[src/rtl/ext_irq_pkg.sv]
package ext_irq_pkg;
  localparam int NSRC    = 5;
  localparam int S_EMG   = 0;
  localparam int S_XCALL = 1;
  localparam int S_CKC   = 2;
  localparam int S_TMR   = 3;
  localparam int S_SVC   = 4;
  localparam int NSTORED = 4;  // sources with local pending state
endpackage

[src/rtl/ext_irq_lsb_enc.sv]
module ext_irq_lsb_enc #(
  parameter int N  = 64,
  parameter int IW = $clog2(N)
) (
  input  logic [N-1:0]  vec_i,
  output logic [IW-1:0] idx_o,
  output logic          found_o
);
  always_comb begin
    idx_o = '0;
    for (int i = N - 1; i >= 0; i--) begin
      if (vec_i[i]) idx_o = IW'(i);
    end
  end
  assign found_o = |vec_i;
endmodule

[src/rtl/ext_irq_arb.sv]
module ext_irq_arb #(
  parameter int N = 5
) (
  input  logic [N-1:0] elig_i,
  output logic [N-1:0] grant_o,
  output logic         any_o
);
  // bit 0 has highest priority
  for (genvar k = 0; k < N; k++) begin : g_pri
    if (k == 0) begin : g_top
      assign grant_o[k] = elig_i[k];
    end else begin : g_low
      assign grant_o[k] = elig_i[k] & ~(|elig_i[k-1:0]);
    end
  end
  assign any_o = |elig_i;
endmodule

[src/rtl/ext_irq_pend.sv]
module ext_irq_pend
  import ext_irq_pkg::*;
#(
  parameter int N_CPU  = 64,
  parameter int ADDR_W = 16,
  parameter int CPU_AW = $clog2(N_CPU)
) (
  input  logic               clk_i,
  input  logic               rst_ni,
  input  logic               emg_send_i,
  input  logic [CPU_AW-1:0]  emg_src_i,
  input  logic               xcall_set_i,
  input  logic [ADDR_W-1:0]  xcall_addr_i,
  input  logic               ckc_set_i,
  input  logic               tmr_set_i,
  input  logic [NSTORED-1:0] take_i,
  output logic [NSTORED-1:0] pend_o,
  output logic [CPU_AW-1:0]  emg_idx_o,
  output logic [ADDR_W-1:0]  xcall_addr_o
);
  logic [N_CPU-1:0]  map_q, map_clr, map_set, map_left, map_nxt;
  logic              emg_q, xcall_q, ckc_q, tmr_q;
  logic [ADDR_W-1:0] xaddr_q;
  logic              emg_found;

  ext_irq_lsb_enc #(.N(N_CPU), .IW(CPU_AW)) u_enc (
    .vec_i   (map_q),
    .idx_o   (emg_idx_o),
    .found_o (emg_found)
  );

  always_comb begin
    map_clr  = take_i[S_EMG] ? (N_CPU'(1) << emg_idx_o) : '0;
    map_set  = emg_send_i ? (N_CPU'(1) << emg_src_i) : '0;
    map_left = map_q & ~map_clr;
    map_nxt  = map_left | map_set;
  end

  always_ff @(posedge clk_i or negedge rst_ni) begin
    if (!rst_ni) begin
      map_q   <= '0;
      emg_q   <= 1'b0;
      xcall_q <= 1'b0;
      xaddr_q <= '0;
      ckc_q   <= 1'b0;
      tmr_q   <= 1'b0;
    end else begin
      map_q <= map_nxt;
      if (emg_send_i)                          emg_q <= 1'b1;
      else if (take_i[S_EMG] && ~|map_left)    emg_q <= 1'b0;
      if (xcall_set_i) begin
        xcall_q <= 1'b1;
        xaddr_q <= xcall_addr_i;
      end else if (take_i[S_XCALL]) begin
        xcall_q <= 1'b0;
      end
      if (ckc_set_i)               ckc_q <= 1'b1;
      else if (take_i[S_CKC])      ckc_q <= 1'b0;
      if (tmr_set_i)               tmr_q <= 1'b1;
      else if (take_i[S_TMR])      tmr_q <= 1'b0;
    end
  end

  assign pend_o       = {tmr_q, ckc_q, xcall_q, emg_q};
  assign xcall_addr_o = xaddr_q;

  AST_EMG_FLAG_TRACKS_MAP: assert property (@(posedge clk_i) disable iff (!rst_ni)
    emg_q == emg_found);
  AST_EMG_BIT_CLEARED: assert property (@(posedge clk_i) disable iff (!rst_ni)
    (take_i[S_EMG] && !(emg_send_i && emg_src_i == emg_idx_o)) |=> !map_q[$past(emg_idx_o)]);
  AST_CKC_SET_WINS: assert property (@(posedge clk_i) disable iff (!rst_ni)
    ckc_set_i |=> ckc_q);
endmodule

[src/rtl/ext_irq_selector.sv]
module ext_irq_selector
  import ext_irq_pkg::*;
#(
  parameter int          N_CPU     = 64,
  parameter int          ADDR_W    = 16,
  parameter int          PARAM_W   = 32,
  parameter int          CODE_W    = 16,
  parameter logic [15:0] CODE_EMG   = 16'h1201,
  parameter logic [15:0] CODE_XCALL = 16'h1202,
  parameter logic [15:0] CODE_CKC   = 16'h1004,
  parameter logic [15:0] CODE_TMR   = 16'h1005,
  parameter logic [15:0] CODE_SVC   = 16'h2401
) (
  input  logic                      clk_i,
  input  logic                      rst_ni,
  input  logic                      ext_enable_i,
  input  logic [NSRC-1:0]           sc_mask_i,
  input  logic                      emg_send_i,
  input  logic [$clog2(N_CPU)-1:0]  emg_src_i,
  input  logic                      xcall_set_i,
  input  logic [ADDR_W-1:0]         xcall_addr_i,
  input  logic                      ckc_set_i,
  input  logic                      tmr_set_i,
  input  logic                      svc_avail_i,
  input  logic [PARAM_W-1:0]        svc_param_i,
  input  logic                      deliver_i,
  output logic                      any_elig_o,
  output logic                      svc_pop_o,
  output logic [NSTORED-1:0]        pend_o,
  output logic                      dlv_valid_o,
  output logic                      dlv_err_o,
  output logic [CODE_W-1:0]         dlv_code_o,
  output logic [ADDR_W-1:0]         dlv_cpu_o,
  output logic [PARAM_W-1:0]        dlv_param_o
);
  localparam int CPU_AW = $clog2(N_CPU);

  logic [NSTORED-1:0] pend, take;
  logic [NSRC-1:0]    elig, grant;
  logic               any, fire;
  logic [CPU_AW-1:0]  emg_idx;
  logic [ADDR_W-1:0]  xaddr;
  logic [CODE_W-1:0]  sel_code;
  logic [ADDR_W-1:0]  sel_cpu;
  logic [PARAM_W-1:0] sel_param;

  ext_irq_pend #(.N_CPU(N_CPU), .ADDR_W(ADDR_W), .CPU_AW(CPU_AW)) u_pend (
    .clk_i        (clk_i),
    .rst_ni       (rst_ni),
    .emg_send_i   (emg_send_i),
    .emg_src_i    (emg_src_i),
    .xcall_set_i  (xcall_set_i),
    .xcall_addr_i (xcall_addr_i),
    .ckc_set_i    (ckc_set_i),
    .tmr_set_i    (tmr_set_i),
    .take_i       (take),
    .pend_o       (pend),
    .emg_idx_o    (emg_idx),
    .xcall_addr_o (xaddr)
  );

  assign elig = {svc_avail_i, pend} & sc_mask_i;

  ext_irq_arb #(.N(NSRC)) u_arb (
    .elig_i  (elig),
    .grant_o (grant),
    .any_o   (any)
  );

  assign fire       = deliver_i & ext_enable_i & any;
  assign take       = fire ? grant[NSTORED-1:0] : '0;
  assign svc_pop_o  = fire & grant[S_SVC];
  assign any_elig_o = any;
  assign pend_o     = pend;

  always_comb begin
    sel_code  = '0;
    sel_cpu   = '0;
    sel_param = '0;
    if (grant[S_EMG]) begin
      sel_code = CODE_W'(CODE_EMG);
      sel_cpu  = ADDR_W'(emg_idx);
    end else if (grant[S_XCALL]) begin
      sel_code = CODE_W'(CODE_XCALL);
      sel_cpu  = xaddr;
    end else if (grant[S_CKC]) begin
      sel_code = CODE_W'(CODE_CKC);
    end else if (grant[S_TMR]) begin
      sel_code = CODE_W'(CODE_TMR);
    end else if (grant[S_SVC]) begin
      sel_code  = CODE_W'(CODE_SVC);
      sel_param = svc_param_i;
    end
  end

  always_ff @(posedge clk_i or negedge rst_ni) begin
    if (!rst_ni) begin
      dlv_valid_o <= 1'b0;
      dlv_err_o   <= 1'b0;
      dlv_code_o  <= '0;
      dlv_cpu_o   <= '0;
      dlv_param_o <= '0;
    end else begin
      dlv_valid_o <= fire;
      dlv_err_o   <= deliver_i & ~fire;
      dlv_code_o  <= fire ? sel_code  : '0;
      dlv_cpu_o   <= fire ? sel_cpu   : '0;
      dlv_param_o <= fire ? sel_param : '0;
    end
  end

  AST_GRANT_ONEHOT: assert property (@(posedge clk_i) disable iff (!rst_ni)
    $onehot0(grant));
  AST_VALID_ERR_EXCL: assert property (@(posedge clk_i) disable iff (!rst_ni)
    !(dlv_valid_o && dlv_err_o));
  AST_POP_GIVES_SVC: assert property (@(posedge clk_i) disable iff (!rst_ni)
    svc_pop_o |=> (dlv_valid_o && dlv_code_o == CODE_W'(CODE_SVC)));
  AST_LOCAL_CPU_ZERO: assert property (@(posedge clk_i) disable iff (!rst_ni)
    (dlv_valid_o && (dlv_code_o == CODE_W'(CODE_CKC) || dlv_code_o == CODE_W'(CODE_TMR)))
      |-> (dlv_cpu_o == '0 && dlv_param_o == '0));
  AST_IDLE_ZERO: assert property (@(posedge clk_i) disable iff (!rst_ni)
    !dlv_valid_o |-> (dlv_code_o == '0 && dlv_cpu_o == '0));
endmodule

[config.mk]
export PLATFORM = sky130hd
export DESIGN_NAME = ext_irq_selector
export DESIGN_NICKNAME = d
export VERILOG_FILES = /design/src/rtl/ext_irq_pkg.sv /design/src/rtl/ext_irq_lsb_enc.sv /design/src/rtl/ext_irq_arb.sv /design/src/rtl/ext_irq_pend.sv /design/src/rtl/ext_irq_selector.sv
export SDC_FILE = /design/constraint.sdc
export NUM_CORES = 1
export LEC_CHECK = 0
export BUFFER_PORTS_ARGS = -buffer_cell sky130_fd_sc_hd__buf_4
export CORE_MARGIN = 2
export CORE_UTILIZATION = 46
export CTS_CLUSTER_SIZE = 30
export DETAILED_ROUTE_END_ITERATION = 7
export PLACE_DENSITY = 0.77
export SYNTH_ARGS = -nofsm -noshare
export SYNTH_HDL_FRONTEND = slang
export SYNTH_SLANG_ARGS = --single-unit
[constraint.sdc]
create_clock -name clk_i -period 9.9 [get_ports clk_i]
set_clock_uncertainty 0.2 [all_clocks]
set_input_delay 2.97 -clock clk_i [delete_from_list [all_inputs] [get_ports clk_i]]
set_output_delay 2.97 -clock clk_i [all_outputs]
set_load 0.02 [all_outputs]
==> run metrics <==
Tcrit/Tclk final 0.7732; PortBufs 130; Power Dens Cells 245.7 nW/um^2; worst-skew pair later-pin latency 420 ps; synth cell count leaders 140 x dfrtp_1, 106 x o21ai_0, 49 x and2_1, 32 x nor2_1, 31 x nand2_1; first-pass GRT wire length 35.06 mm; cell taking the most area after synthesis dfrtp_1; CTS buffer count 17; global routing usage on met3 0.1001; mux share of post-synthesis cell area 0.02698; Worst Hold Class flop to flop; sequential cell area fraction in the yosys report 0.5245; # diodes 0; max-slew violations 0; Mapped Area 6679 um^2; Synth async-reset ratio 1.000; CTS tree done; GRT Util Overall 0.2964; CTS root buf clkbuf_16; Via density 6.263; Yosys top cell area share 0.5245; I/O pin total 140; Clk pin slew, worst setup/hold paths 60 ps; post-layout util 0.5845; detailed-route wire length per cell 23.04 um; GRT Max-Usage Layer met2; Die Span Y 124.5 um; Area growth syn-to-layout 25.74%; DIE WIDTH 124.5 um; hold_ws 266.4 ps; fmax 130.6 MHz; cells after synthesis 653; worst endpoint required time 6730 ps; hold buffers post-CTS 0; routed via count 6,157; type of origin of the critical path primary input; CTS resizes 0; final antenna-violating net count 0; fraction of layout cells with a size suffix above 1 0.2541; max-cap check violation count 0; initial core utilization 0.4648; met2 usage 0.4516; Post-DP HPWL 16.78 mm; Leakage 3.677 nW; DRT iter0 DRCs 764; largest net degree at the start of global routing 85; min Tclk post-route 7654 ps; Yosys reg bits 140; setup bufs post-CTS 0; Data arrival, critical path 4480 ps; most frequent cell after synthesis dfrtp_1; Worst IR Drop VDD 0.1376 mV; simple-gate portion of the synthesized area 0.2018; Mapped Avg Cell Area 10.23 um^2; Core Box Area 14,370 um^2; vias in the first global route 6,152; setup tns final 0 ps; Post-DP Area 7789 um^2; largest family of logic cells by synthesized area compound AO/OA/AOI/OAI gates; Pre-antenna DRT Iters 5; Hold Vio Cnt, Final 0; Worst slew margin 0.2959; Clock Sinks 140; Synth Area in XOR/XNOR 0; Filler cells 1,249; Synthesis Warnings 0; area fraction in compound gates after synthesis 0.2089; RSZ-0062 raised after global routing no; Max FO, Critical Path 6; largest cells by area after synthesis dfrtp_1 52%, o21ai_0 7.9%, and2_1 4.6%; Synth Area in Adders 0.001499; Synth Flop Type dfrtp_1; Max clock buf depth 2; initial antenna violation count 1; H-Tree Level Count 4; detailed-route DRC error count 0; fin area 8398 um^2; Netlist cell types 67; M1 GR Usage 0.3778; Placer Congestion 1.019; Net count, final 854; die area 15,500 um^2; status completed; endpoints failing setup 0; Critical Setup Path Class primary input to output port; Post-synth EDFFs 0; Worst Tran Pin Value 1056 ps; global route total overflow 0; Routed WL 22.65 mm; number of cell rows 44; Critical Path Sink Type output port
[cell usage in the layout, fill, tap and decap left out, types with 3 or more instances in the layout]
cell,count
or3_1,3
inv_1,17
conb_1,9
nand3b_1,3
a21oi_1,18
bufinv_16,3
mux2_2,16
a2111oi_0,3
nor4_1,13
o21bai_1,13
buf_4,135
o31ai_1,13
nand2b_1,7
a221o_1,3
o2111ai_1,3
nand3_1,28
o21ai_1,3
nand2_1,31
nand4_1,12
o21ai_0,106
a21boi_0,3
o31a_1,11
clkbuf_16,17
o22ai_1,4
clkinv_4,4
and2_1,49
o21a_1,6
dfrtp_1,140
a21o_1,3
nor2b_1,8
or4_1,8
nor3_1,13
nor2_1,32
nor4_2,9
o211ai_1,4
o2bb2ai_1,4
[sequential cells by signal, summed over array words and instances, names as in the netlist]
signal and count:
u_pend.ckc_q 1, dlv_valid_o 1, dlv_code_o 6, u_pend.tmr_q 1, u_pend.xcall_q 1, u_pend.emg_q 1, u_pend.map_q 64, dlv_cpu_o 16
dlv_param_o 32, u_pend.xcall_addr_o 16, dlv_err_o 1
[power breakdown]
part	internal [mW]	switching, mW	total [mW]	leakage (nW)
clock	0.405	0.251	0.657	0.291
sequential	0.645	0.112	0.757	1.80
combinational	0.198	0.452	0.650	1.59
total	1.25	0.815	2.06	3.68
[through the flow]
| stage | cells | power, mW | setup slack (ps) |
|---|---|---|---|
| finish | 983 | 2.064 | 2246 |
| global route | 983 | 2.141 | 2134 |
| CTS | 983 | 2.038 | 2291 |
| detailed placement | 951 | 1.380 | 2353 |
| global placement | 951 | 1.379 | 2458 |
| floorplan | 661 | 1.120 | 2615 |
[cell type report]
type                       instances  area [um^2]  area share
timing repair buffer             136         1025      0.1220
clock buffer                      20        446.7     0.05319
sequential                       140         3503      0.4172
clock inverter                    12        162.7     0.01937
tap                              184        230.2     0.02741
inverter                          17        63.81    0.007598
multi-input combinational        474         2967      0.3532
[critical path: stages]
cell and delay [ps]:
buf_4 110, and2_1 170, a21oi_1 220, nand2_1 130
a21oi_1 270, nand2_1 160, nand3_1 220, nor2_1 80
buf_4 160
[layer usage]
metal  vias up  share of wire
met4         2          0.040
li1       2674              -
met5         -        0.00049
met2       389           0.47
met3        61           0.11
met1      3031           0.39
[cells by family (layout without fill, tap and decap cells)]
group	count (synthesis)	after routing
AND/OR/NAND/NOR	231	231
AO/OA/AOI/OAI	217	217
flip-flops	140	140
buffers and inverters	47	185
multiplexers	16	16
adder cells (fa/ha/maj)	1	1
other	1	9
[final timing paths]
check                                                    from                                 end  slack [ps]  cells after the start
max in group asynchronous                              rst_ni            u_pend.emg_q$_DFFE_PN0P_        5760                      2
max reg2reg                        u_pend.map_q[20]$_DFF_PN0_            u_pend.emg_q$_DFFE_PN0P_        5540                     11
min                        u_pend.xcall_addr_o[4]$_DFFE_PN0P_              dlv_cpu_o[4]$_DFF_PN0_         270                      2
min reg2reg                u_pend.xcall_addr_o[4]$_DFFE_PN0P_              dlv_cpu_o[4]$_DFF_PN0_         270                      2
min in group asynchronous                              rst_ni  u_pend.xcall_addr_o[6]$_DFFE_PN0P_        2300                      1
max                                              sc_mask_i[0]                           svc_pop_o        2250                      9
(Power assumes the default switching activity.)
